**config.mk**
```make
export PLATFORM = sky130hd
export DESIGN_NAME = nor_toggle_poller
export DESIGN_NICKNAME = d
export VERILOG_FILES = /design/src/rtl/nor_poll_pkg.sv /design/src/rtl/nor_poll_timer.sv /design/src/rtl/nor_poll_judge.sv /design/src/rtl/nor_poll_seq.sv /design/src/rtl/nor_toggle_poller.sv
export SDC_FILE = /design/constraint.sdc
export NUM_CORES = 1
export LEC_CHECK = 0
export BUFFER_PORTS_ARGS = -buffer_cell sky130_fd_sc_hd__buf_4
export CAP_MARGIN = 15
export CORE_UTILIZATION = 45
export CTS_CLUSTER_DIAMETER = 40
export DETAILED_ROUTE_END_ITERATION = 16
export GPL_ROUTABILITY_DRIVEN = 0
export GPL_TIMING_DRIVEN = 0
export HOLD_SLACK_MARGIN = 0.15
export PLACE_DENSITY = 0.72
export SLEW_MARGIN = 20
export SYNTH_ARGS = -nofsm -noshare
export SYNTH_HDL_FRONTEND = slang
export SYNTH_SLANG_ARGS = --single-unit
```
**constraint.sdc**
```tcl
create_clock -name clk -period 2.3 [get_ports clk]
set_input_delay 0.46 -clock clk [delete_from_list [all_inputs] [get_ports clk]]
set_output_delay 0.46 -clock clk [all_outputs]
set_load 0.005 [all_outputs]
```
**src/rtl/nor_poll_pkg.sv**
```systemverilog
package nor_poll_pkg;
  typedef enum logic [1:0] {
    RES_NONE    = 2'b00,
    RES_OK      = 2'b01,
    RES_FAIL    = 2'b10,
    RES_TIMEOUT = 2'b11
  } poll_res_t;

  typedef enum logic [1:0] {
    VD_OK,
    VD_CONFIRM,
    VD_FAIL,
    VD_AGAIN
  } verdict_t;

  typedef enum logic [1:0] {
    ST_IDLE,
    ST_RD_A,
    ST_RD_B
  } seq_state_t;
endpackage

```
**src/rtl/nor_poll_timer.sv**
```systemverilog
module nor_poll_timer #(
  parameter int TMO_W = 20
) (
  input  logic             clk,
  input  logic             rst_n,
  input  logic             load_i,
  input  logic             run_i,
  input  logic [TMO_W-1:0] limit_i,
  output logic             expired_o
);
  localparam int CNT_W = TMO_W + 1;

  logic [TMO_W-1:0] limit_q, limit_d;
  logic [CNT_W-1:0] cnt_q, cnt_d;

  always_comb begin
    limit_d = limit_q;
    cnt_d   = cnt_q;
    if (load_i) begin
      limit_d = limit_i;
      cnt_d   = '0;
    end else if (run_i && (cnt_q != {CNT_W{1'b1}})) begin
      cnt_d = cnt_q + 1'b1;
    end
  end

  always_ff @(posedge clk or negedge rst_n) begin
    if (!rst_n) begin
      limit_q <= '0;
      cnt_q   <= '0;
    end else begin
      limit_q <= limit_d;
      cnt_q   <= cnt_d;
    end
  end

  assign expired_o = cnt_q > {1'b0, limit_q};
endmodule

```
**src/rtl/nor_poll_judge.sv**
```systemverilog
module nor_poll_judge
  import nor_poll_pkg::*;
(
  input  logic     first_tog_i,
  input  logic     first_lim_i,
  input  logic     second_tog_i,
  input  logic     confirm_i,
  output verdict_t verdict_o
);
  always_comb begin
    if (first_tog_i == second_tog_i) begin
      verdict_o = VD_OK;
    end else if (first_lim_i) begin
      verdict_o = confirm_i ? VD_FAIL : VD_CONFIRM;
    end else begin
      verdict_o = VD_AGAIN;
    end
  end
endmodule

```
**src/rtl/nor_poll_seq.sv**
```systemverilog
module nor_poll_seq
  import nor_poll_pkg::*;
#(
  parameter int ADDR_W = 24
) (
  input  logic              clk,
  input  logic              rst_n,
  input  logic              start_i,
  input  logic [ADDR_W-1:0] addr_i,
  input  logic              zero_tmo_i,
  input  logic              expired_i,
  input  logic              rd_ack_i,
  input  logic              now_tog_i,
  input  logic              now_lim_i,
  input  verdict_t          verdict_i,
  output logic              first_tog_o,
  output logic              first_lim_o,
  output logic              confirm_o,
  output logic              load_o,
  output logic              rd_req_o,
  output logic [ADDR_W-1:0] rd_addr_o,
  output logic              busy_o,
  output logic              done_o,
  output poll_res_t         result_o
);
  seq_state_t        st_q, st_d;
  logic              pass_q, pass_d;
  logic [1:0]        samp_q, samp_d;
  logic [ADDR_W-1:0] addr_q, addr_d;
  logic              done_q, done_d;
  poll_res_t         res_q, res_d;

  always_comb begin
    st_d   = st_q;
    pass_d = pass_q;
    samp_d = samp_q;
    addr_d = addr_q;
    done_d = 1'b0;
    res_d  = res_q;
    load_o = 1'b0;
    unique case (st_q)
      ST_IDLE: begin
        if (start_i) begin
          load_o = 1'b1;
          addr_d = addr_i;
          pass_d = 1'b0;
          if (zero_tmo_i) begin
            done_d = 1'b1;
            res_d  = RES_TIMEOUT;
          end else begin
            res_d = RES_NONE;
            st_d  = ST_RD_A;
          end
        end
      end
      ST_RD_A: begin
        if (expired_i) begin
          done_d = 1'b1;
          res_d  = RES_TIMEOUT;
          st_d   = ST_IDLE;
        end else if (rd_ack_i) begin
          samp_d = {now_lim_i, now_tog_i};
          st_d   = ST_RD_B;
        end
      end
      ST_RD_B: begin
        if (expired_i) begin
          done_d = 1'b1;
          res_d  = RES_TIMEOUT;
          st_d   = ST_IDLE;
        end else if (rd_ack_i) begin
          unique case (verdict_i)
            VD_OK: begin
              done_d = 1'b1;
              res_d  = RES_OK;
              st_d   = ST_IDLE;
            end
            VD_FAIL: begin
              done_d = 1'b1;
              res_d  = RES_FAIL;
              st_d   = ST_IDLE;
            end
            VD_CONFIRM: begin
              pass_d = 1'b1;
              st_d   = ST_RD_A;
            end
            default: begin
              pass_d = 1'b0;
              st_d   = ST_RD_A;
            end
          endcase
        end
      end
      default: st_d = ST_IDLE;
    endcase
  end

  always_ff @(posedge clk or negedge rst_n) begin
    if (!rst_n) begin
      st_q   <= ST_IDLE;
      pass_q <= 1'b0;
      samp_q <= '0;
      addr_q <= '0;
      done_q <= 1'b0;
      res_q  <= RES_NONE;
    end else begin
      st_q   <= st_d;
      pass_q <= pass_d;
      samp_q <= samp_d;
      addr_q <= addr_d;
      done_q <= done_d;
      res_q  <= res_d;
    end
  end

  assign first_tog_o = samp_q[0];
  assign first_lim_o = samp_q[1];
  assign confirm_o   = pass_q;
  assign rd_req_o    = st_q != ST_IDLE;
  assign busy_o      = st_q != ST_IDLE;
  assign rd_addr_o   = addr_q;
  assign done_o      = done_q;
  assign result_o    = res_q;
endmodule

```
**src/rtl/nor_toggle_poller.sv**
```systemverilog
module nor_toggle_poller
  import nor_poll_pkg::*;
#(
  parameter int ADDR_W  = 24,
  parameter int DATA_W  = 16,
  parameter int TMO_W   = 20,
  parameter int TOG_BIT = 6,
  parameter int LIM_BIT = 5
) (
  input  logic              clk,
  input  logic              rst_n,
  input  logic              start_i,
  input  logic [ADDR_W-1:0] addr_i,
  input  logic [TMO_W-1:0]  timeout_i,
  output logic              rd_req_o,
  output logic [ADDR_W-1:0] rd_addr_o,
  input  logic              rd_ack_i,
  input  logic [DATA_W-1:0] rd_data_i,
  output logic              busy_o,
  output logic              done_o,
  output logic [1:0]        result_o
);
  logic      expired, load, first_tog, first_lim, confirm, zero_tmo;
  logic      unused_status_bits;
  verdict_t  verdict;
  poll_res_t res;

  assign zero_tmo           = timeout_i == '0;
  assign unused_status_bits = ^rd_data_i;

  nor_poll_timer #(.TMO_W(TMO_W)) timer_i (
    .clk       (clk),
    .rst_n     (rst_n),
    .load_i    (load),
    .run_i     (busy_o),
    .limit_i   (timeout_i),
    .expired_o (expired)
  );

  nor_poll_judge judge_i (
    .first_tog_i  (first_tog),
    .first_lim_i  (first_lim),
    .second_tog_i (rd_data_i[TOG_BIT]),
    .confirm_i    (confirm),
    .verdict_o    (verdict)
  );

  nor_poll_seq #(.ADDR_W(ADDR_W)) seq_i (
    .clk         (clk),
    .rst_n       (rst_n),
    .start_i     (start_i),
    .addr_i      (addr_i),
    .zero_tmo_i  (zero_tmo),
    .expired_i   (expired),
    .rd_ack_i    (rd_ack_i),
    .now_tog_i   (rd_data_i[TOG_BIT]),
    .now_lim_i   (rd_data_i[LIM_BIT]),
    .verdict_i   (verdict),
    .first_tog_o (first_tog),
    .first_lim_o (first_lim),
    .confirm_o   (confirm),
    .load_o      (load),
    .rd_req_o    (rd_req_o),
    .rd_addr_o   (rd_addr_o),
    .busy_o      (busy_o),
    .done_o      (done_o),
    .result_o    (res)
  );

  assign result_o = res;
endmodule

```
---- After elaboration in Yosys (flattened, before gate mapping) ----
Index checks and enable logic that the tools add are counted.
operators by class
  order comparisons ....................... 1
  muxes and demuxes ....................... 34
  reduce and logical (&&, ||, !) cells .... 14
  eq/ne operators ......................... 15
  bitwise operators ....................... 1
  $add $sub $neg .......................... 1
operator list
  cell                     count
  $mux W21                 2
  $mux W2                  14
  $add A21 B1 Y21 const B  1
  $gt A21 B20 Y1           1
  $ne A21 B21 Y1 const B   1
  $logic_not A20 Y1        1
  $mux W1                  12
  $ne A2 B2 Y1 const B     6
  $pmux W2 S3              2
  $reduce_and A5 Y1        2
  $ne A3 B3 Y1 const B     2
  $reduce_bool A2 Y1       3
  $eq A2 B1 Y1 const B     2
  $eq A2 B2 Y1 const B     2
  $logic_not A2 Y1         2
  $ne A4 B2 Y1 const B     1
  $pmux W1 S2              2
  $pmux W2 S2              1
  $reduce_and A4 Y1        1
  $pmux W1 S3              1
  $reduce_and A3 Y1        1
  $reduce_bool A3 Y1       1
  $reduce_and A2 Y1        1
  $reduce_or A2 Y1         1
  other kinds (3)          3
word-level totals
  register bits ........................... 73
  output and inout bits ................... 29
  input port bits ......................... 64

---- Logic depth before layout (Yosys ltp) ----
Gate-level depths: netlist of run 1.
  depth in word-level cells ............... 9
  mapped depth ............................ 9
  mapped depth without buffers ............ 9

---- Cells and area by module ----
From an unflattened synthesis of run 1, not the netlist that was laid out.
unflattened totals
  cell total of the unflattened synthesis .. 375
  area total of the unflattened synthesis .. 3903.7 µm²
modules (own cells, without submodules)
  module             times used  cells each  area an instance (µm²)
  nor_poll_timer     1           253         2348.5
  nor_poll_seq       1           110         1488.9
  nor_toggle_poller  1           8           43.8
  nor_poll_judge     1           4           22.5

---- Worst setup path before layout of run 1 ----
Ideal clock, no wire load.
  path type ............................... register to register
  start point ............................. register timer_i.cnt_q[16]
  end point ............................... register seq_i.res_q[1] (netlist: seq_i.result_o[1])
  data required time ...................... 2172 ps
  stages on the path, launching flop included .. 9
  path buffers ............................ 0
  library setup time ...................... 128 ps
  arrival ................................. 2217 ps
  period minus slack after synthesis ...... 2344 ps
  setup slack ............................. -44 ps
  cells stage by stage .................... dfrtp_1 > ha_1 > a21oi_1 > o21ai_0 > a2111oi_4 > nand3_1 > and2_4 > o211ai_2 > mux2_1
on the way
  longest elaborated chain between the ends .. 3
RTL lines
  what                                                        line                  source
  start: declaration                                          nor_poll_timer.sv:14  logic [CNT_W-1:0] cnt_q, cnt_d;
  start signal: assignment                                    nor_poll_timer.sv:33  cnt_q <= cnt_d;
  $gt A21 B20 Y1 (*)                                          nor_poll_timer.sv:37  assign expired_o = cnt_q > {1'b0, limit_q};
  $ne A4 B2 Y1 (no line) (tied with other cells)              --
  $reduce_and A5 Y1 (no line) or $pmux W2 S3 (tied branches)  --
  end signal: assignment                                      nor_poll_seq.sv:112   res_q <= res_d;
  end: declaration                                            nor_poll_seq.sv:31    poll_res_t res_q, res_d;
Every way passes the cells marked *; elsewhere a longest branch is shown, timed or not.
A chain may end at the register's enable or synchronous reset.

---- Worst setup path after layout of run 1 ----
  start point ............................. register timer_i.cnt_q[11]
  end point ............................... register seq_i.done_q (netlist: seq_i.done_o)
on the way
  longest elaborated chain between the ends .. 3
RTL lines
  what                               line                                    source
  $gt A21 B20 Y1 (*)                 nor_poll_timer.sv:37
  $mux W1, on equally long branches  nor_poll_seq.sv:67, nor_poll_seq.sv:57
  $pmux W1 S3 (*)                    nor_poll_seq.sv:41                      unique case (st_q)
  net seq_i.done_d                   nor_poll_seq.sv:30                      logic done_q, done_d;
  end signal: assignment             nor_poll_seq.sv:111                     done_q <= done_d;
  end: declaration                   nor_poll_seq.sv:30
Mark *: on every way through the listed nets, which the timed path passes. The rest lies on a longest branch.

==> results of run 1 <==
## synth_stat cells, types with 2 or more instances
master      n
nor4_1      6
clkbuf_1   12
nand2_1   124
nor2b_1     2
buf_4       2
inv_2       2
buf_1       2
nand4_1    12
ha_1       26
o21ai_0    28
nand3_1    11
xor2_1      5
mux2i_1     2
dfrtp_1    73
xnor2_1     2
inv_1      27
nor2_1     23
a31oi_1     6
a21oi_1    18
and4_1      2
nand2b_1    2
and3_1      9
mux2_1      3
a32o_1      2
o21ai_1    11
nor3_1      3
## timing repair
| item | 4_1_cts | 5_1_grt |
|---|---|---|
| setup endpoints to repair | 22 | 37 |
| resized for setup | 20 | 25 |
| pin swaps | 9 | 8 |
| setup buffers | 10 | 14 |
| gates cloned | 0 | 1 |
## per-layer routing
metal  up-vias  wire length, um  global-route usage
met5         -                0                   0
met2       129             4850               0.385
li1       1720                -                   -
met1      1724             4360               0.296
met3        16              694              0.0572
met4         0              208               0.101
## worst max-delay path: cells and delay by family (launching register included)
family	cells	cell delay [ns]
adder cells (fa/ha/maj)	1	0.28
AO/OA/AOI/OAI	3	0.54
buffers and inverters	1	0.17
flip-flops	1	0.46
AND/OR/NAND/NOR	4	0.81
## cells by family (layout without fill, tap and decap cells)
| kind of cell | count (synthesis) | after routing | share of synthesized area |
|---|---|---|---|
| compound gates | 82 | 82 | 0.139 |
| xor+xnor | 7 | 7 | 0.0159 |
| fa+ha+maj | 26 | 26 | 0.0842 |
| buf+inv | 46 | 165 | 0.0469 |
| flops | 73 | 73 | 0.473 |
| mux | 5 | 5 | 0.0139 |
| simple gates | 198 | 198 | 0.228 |
## through the flow
step | cells | hold slack, ns
floorplan | 437 | 0.164
global placement | 620 | 0.460
detailed placement | 620 | 0.464
CTS | 646 | 0.267
global route | 661 | 0.277
finish | 661 | 0.230
## area by class of cell
| type | count | area (um^2) | area share |
|---|---|---|---|
| sequential | 73 | 1840 | 0.352 |
| clock inverter | 7 | 101 | 0.0194 |
| tap | 105 | 131 | 0.0251 |
| timing repair buffer | 103 | 771 | 0.147 |
| inverter | 29 | 109 | 0.0208 |
| multi-input combinational | 318 | 2070 | 0.396 |
| clock buffer | 9 | 124 | 0.0237 |
| buffer | 17 | 82.6 | 0.0158 |
## state kept, by name, indices dropped and copies added (netlist names)
register	count
seq_i.rd_addr_o	24
timer_i.cnt_q	21
timer_i.limit_q	20
seq_i.result_o	2
seq_i.samp_q	2
seq_i.st_q	2
seq_i.confirm_o	1
seq_i.done_o	1
## power by group through the flow
stage | Combinational [W] | Clock (W) | Sequential, W
2_1_floorplan | 0.00164 | 0 | 0.00205
3_3_place_gp | 0.00250 | 0 | 0.00207
3_5_place_dp | 0.00259 | 0 | 0.00209
4_1_cts | 0.00277 | 0.00118 | 0.00207
5_1_grt | 0.00332 | 0.00123 | 0.00214
6_report | 0.00295 | 0.00115 | 0.00209
## worst max-delay path by stage
stage                             end  depth (start not counted)  slack [ns]              start
floorplan           seq_i.result_o[1]                          8       0.006  timer_i.cnt_q[14]
global placement    seq_i.result_o[1]                          7       -0.32  timer_i.cnt_q[16]
detailed placement  seq_i.result_o[1]                          7       -0.35  timer_i.cnt_q[16]
CTS                 timer_i.cnt_q[12]                          8       -0.04  timer_i.cnt_q[11]
global route        seq_i.result_o[1]                          7       -0.17  timer_i.cnt_q[10]
finish                   seq_i.done_o                          9       -0.08  timer_i.cnt_q[11]
==> results.tsv, run 1 <==
metric	value	unit
finalHoldViolations	0	
r2r_cells	9	
n_fill_cell	704	
crit_path_end_kind	flip-flop	
start_kind	flip-flop	
finalClockSkew	0.00949	ns
layout.cell_area.non_filler	0.00523	mm^2
drv_cap	0	
violations	setup timing	
regToRegSetupSlack	-0.08	ns
firstDrtPassIters	5	
synth_ff_type	dfrtp_1	
initial_utilization	0.468	
wl	10100	um
final_common_cell	nand2_1	
netlist.area_leader.share	0.473	
dpl.hpwl	6870	um
wl_per_cell	15.3	um
final_nets	641	
finalSetupTns	-0.122	ns
place_area	0.00458	mm^2
powerDensity	1180	mW/mm^2
tightestPinTransition	0.932	ns
crit_slowest_cell	dfrtp_2	
hp-class	in2async	
crit_required	2.54	ns
crit_arrival	2.62	ns
cts_tree	done	
core_area	0.00826	mm^2
grt_antenna_before_repair	0	
drive_gt1_frac	0.304	
antenna_left	0	
reg2reg_from	timer_i.cnt_q[11]	
drt_iter0_markers	208	
post-place-ws	-0.354	ns
yosysWarnings	0	
synth_nets	527	
diodes	0	
cellLeakagePower	2.55	nW
grt_overflow_total	0	
async_reset_ff_frac	1.00	
postCtsHoldBufs	0	
p_sw	0.00247	W
seqPwrFrac	0.337	
pin_count	93	
rows	33	
drv_slew	0	
grt_max_degree	74	
clk_latency	0.36	ns
die_h	94.7	um
critPathKind	reg2reg	
slowest_delay	0.46	ns
numCtsBuffers	9	
cts-root-buf	clkbuf_8	
netSwitchingFraction	0.399	
timing.final.crit_period	2.38	ns
synth_area_leaders	dfrtp_1 (47%), nand2_1 (12%), ha_1 (8.4%)	
crit_chain	ha_4, nand4_1, nor4_4, buf_4, o21ai_2, nand3_2, and2_4, a221oi_1, a311oi_1	
rsz0062_at_grt	true	
worstPathMaxFanout	4	
relSlewSlack	0.379	
synth_top_cell_by_area	dfrtp_1	
setup_viol	2	
fin_crit_sh	1.03	
portBuffers	78	
drc	0	
vias	3589	
fmax	420	MHz
h-tree-depth	3	
grt_pass1_wl	16000	um
setup_slack	-0.0803	ns
die-area	0.00896	mm^2
mostFrequentLayoutCells	nand2_1 (124), buf_4 (103), dfrtp_1 (63)	
syn_to_final_growth	35.3	%
synth.ff_latch_count	73	
total_power	0.00619	W
synth.distinct_cells	48	
pwr-share-comb	0.477	
path_clk_slew	0.09	ns
irDropWorstVdd	0.679	mV
synth-edff-count	0	
seq_area_frac_synth	0.473	
grt_pass1_vias	3432	
cts.path.max_buffers	2	
vias_per_cell	5.43	
clockPowerShare	0.186	
syn_area	0.00386	mm^2
outcome	finished, violations left	
p_int	0.00372	W
grt_usage	0.236	
syn_inst	437	
r2r_end	seq_i.done_o	
die_w	94.7	um
synth_area_per_cell	8.84	um^2
fin_util	0.633	
cts_sinks	73	
Power figures use the tool's default switching activity.
==> inputs of run 2 (changes only) <==
Settings changed: SETUP_SLACK_MARGIN set to 0.2.
==> results.tsv, run 2 (synthesis gave the netlist of run 1 again) <==
metric	value	unit	change
outcome	finished, violations left		
violations	setup timing		
pin_count	93		unchanged
firstDrtPassIters	5		unchanged
syn_to_final_growth	37.9	%	
grt_pass1_wl	16600	um	+3.3%
fin_crit_sh	1.04		+0.00737
slowest_delay	0.41	ns	-0.05 ns
dp.cells	620		unchanged
timing.final.crit_period	2.40	ns	+0.0170 ns
numCtsBuffers	9		unchanged
final_common_cell	nand2_1		
p_int	0.00385	W	+3.5%
netSwitchingFraction	0.393		-0.00576
regArea	0.00183	mm^2	-0.41%
grt_overflow_total	0		unchanged
powerDensity	1190	mW/mm^2	+0.55%
rsz0062_at_grt	true		
hp-class	in2async		
diodes	0		unchanged
tightestPinTransition	0.917	ns	-0.0151 ns
grt_max_degree	74		unchanged
grt_antenna_before_repair	0		unchanged
drv_slew	0		unchanged
wl	10100	um	-0.45%
irDropWorstVdd	0.624	mV	-8.1%
vias	3669		+2.2%
relSlewSlack	0.389		+0.0101
finalClockSkew	0.00906	ns	-0.000432 ns
setup_viol	5		+3
postCtsHoldBufs	0		unchanged
core_area	0.00826	mm^2	unchanged
fmax	417	MHz	-0.71%
fin_cells	669		+1.2%
p_sw	0.00249	W	+1.0%
setup_slack	-0.0972	ns	-0.0170 ns
regToRegSetupSlack	-0.1	ns	-0.02 ns
wl_per_cell	15.0	um	-1.6%
drt_iter0_markers	227		+9.1%
cts.path.max_buffers	2		unchanged
drv_cap	0		unchanged
seqPwrFrac	0.327		-0.010
die_h	94.7	um	unchanged
cellLeakagePower	2.61	nW	+2.1%
initial_utilization	0.468		unchanged
n_fill_cell	690		-2.0%
cts_tree	done		
r2r_end	seq_i.samp_q[1]		
clk_latency	0.35	ns	about the same
largest_register_ff_count	24		unchanged
rows	33		unchanged
cts-root-buf	clkbuf_8		
start_kind	flip-flop		
crit_arrival	2.64	ns	+0.02 ns
multiInputGateArea	0.00211	mm^2	+1.9%
vias_per_cell	5.48		+1.0%
grt_pass1_vias	3600		+4.9%
final_nets	649		+1.2%
r2r_cells	10		+1
dpl.hpwl	6860	um	about the same
die-area	0.00896	mm^2	unchanged
worstPathMaxFanout	4		unchanged
mostFrequentLayoutCells	nand2_1 (123), buf_4 (106), dfrtp_1 (69)		
h-tree-depth	3		unchanged
critPathKind	reg2reg		
pwr-share-comb	0.515		+0.038
drc	0		unchanged
portBuffers	78		unchanged
grt_usage	0.241		+0.00511
crit_slowest_cell	dfrtp_1		
path_clk_slew	0.08	ns	about the same
finalHoldViolations	0		unchanged
cts_sinks	73		unchanged
antenna_left	0		unchanged
clockPowerShare	0.158		-0.028
reg2reg_from	timer_i.cnt_q[11]		
drive_gt1_frac	0.321		+0.0170
die_w	94.7	um	unchanged
crit_required	2.54	ns	about the same
crit_path_end_kind	flip-flop		
crit_chain	ha_1, nand4_1, nor4_4, buf_4, o21ai_2, nand3_2, buf_6, nand2_4, and3_4, mux2_4		
total_power	0.00635	W	+2.5%
==> run 2: cell types whose count changed in the layout (fill, tap and decap cells not counted), sizes merged <==
cell,previous run,this run
buf,107,118
inv,32,29
clkinv,0,2
clkbuf,22,21
bufinv,2,1
==> run 2: per-layer routing <==
metal,track usage,part of all wire,up-vias
met3,0.0628,0.075,21
met2,0.402,0.48,144
met1,0.302,0.43,1760
li1,-,-,1744
met4,0.0821,0.018,0
met5,0,0,-
==> run 2: power by group through the flow <==
stage / registers, W / clock network, W / logic, W
floorplan: 0.00205 / 0 / 0.00170
detailed placement: 0.00209 / 0 / 0.00266
global route: 0.00213 / 0.00108 / 0.00364
finish: 0.00208 / 0.00101 / 0.00327
global placement: 0.00207 / 0 / 0.00256
CTS: 0.00206 / 0.00103 / 0.00296
==> run 2: through the flow <==
stage / utilization / setup WS (ns) / TNS (ns) / instance area [um^2] / hold WS (ns)
3_5_place_dp: 0.560 / -0.249 / -2.99 / 4630 / 0.465
4_1_cts: 0.622 / -0.00566 / -0.0140 / 5140 / 0.279
5_1_grt: 0.645 / -0.160 / -0.817 / 5330 / 0.293
6_report: 0.645 / -0.0972 / -0.351 / 5330 / 0.239
3_3_place_gp: 0.560 / -0.212 / -2.48 / 4630 / 0.460
2_1_floorplan: - / 0.111 / 0 / 3910 / 0.164
==> run 2: area by class of cell <==
| class | instances | area share |
|---|---|---|
| Buffer | 17 | 0.0155 |
| Clock inverter | 5 | 0.0103 |
| Tap cell | 105 | 0.0247 |
| Multi-Input combinational cell | 318 | 0.396 |
| Clock buffer | 11 | 0.0265 |
| Sequential cell | 73 | 0.344 |
| Inverter | 29 | 0.0204 |
| Timing Repair Buffer | 111 | 0.163 |
==> run 2: repair_timing <==
item / in CTS / in global routing
setup buffers: 22 / 10
resized for setup: 30 / 28
pin swaps: 14 / 17
endpoints found under the setup margin: 67 / 50
cloned: 1 / 0
==> run 2: worst max-delay path by stage <==
stage / endpoint / start / cells past startpoint / slack (ns)
detailed placement: seq_i.rd_addr_o[18] / seq_i.st_q[0] / 8 / -0.25
global route: seq_i.samp_q[0] / timer_i.cnt_q[11] / 8 / -0.16
finish: seq_i.samp_q[1] / timer_i.cnt_q[11] / 10 / -0.1
global placement: seq_i.rd_addr_o[14] / seq_i.st_q[0] / 8 / -0.21
CTS: seq_i.samp_q[1] / timer_i.cnt_q[19] / 8 / -0.006
floorplan: seq_i.result_o[1] / timer_i.cnt_q[14] / 8 / 0.11
==> run 2: critical path, delay by kind of cell (launching register included) <==
kind            cells  cell delay, ns
fa+ha+maj           1            0.30
buf+inv             2            0.29
compound gates      1            0.06
simple gates        5            0.93
flops               1            0.41
mux                 1            0.29
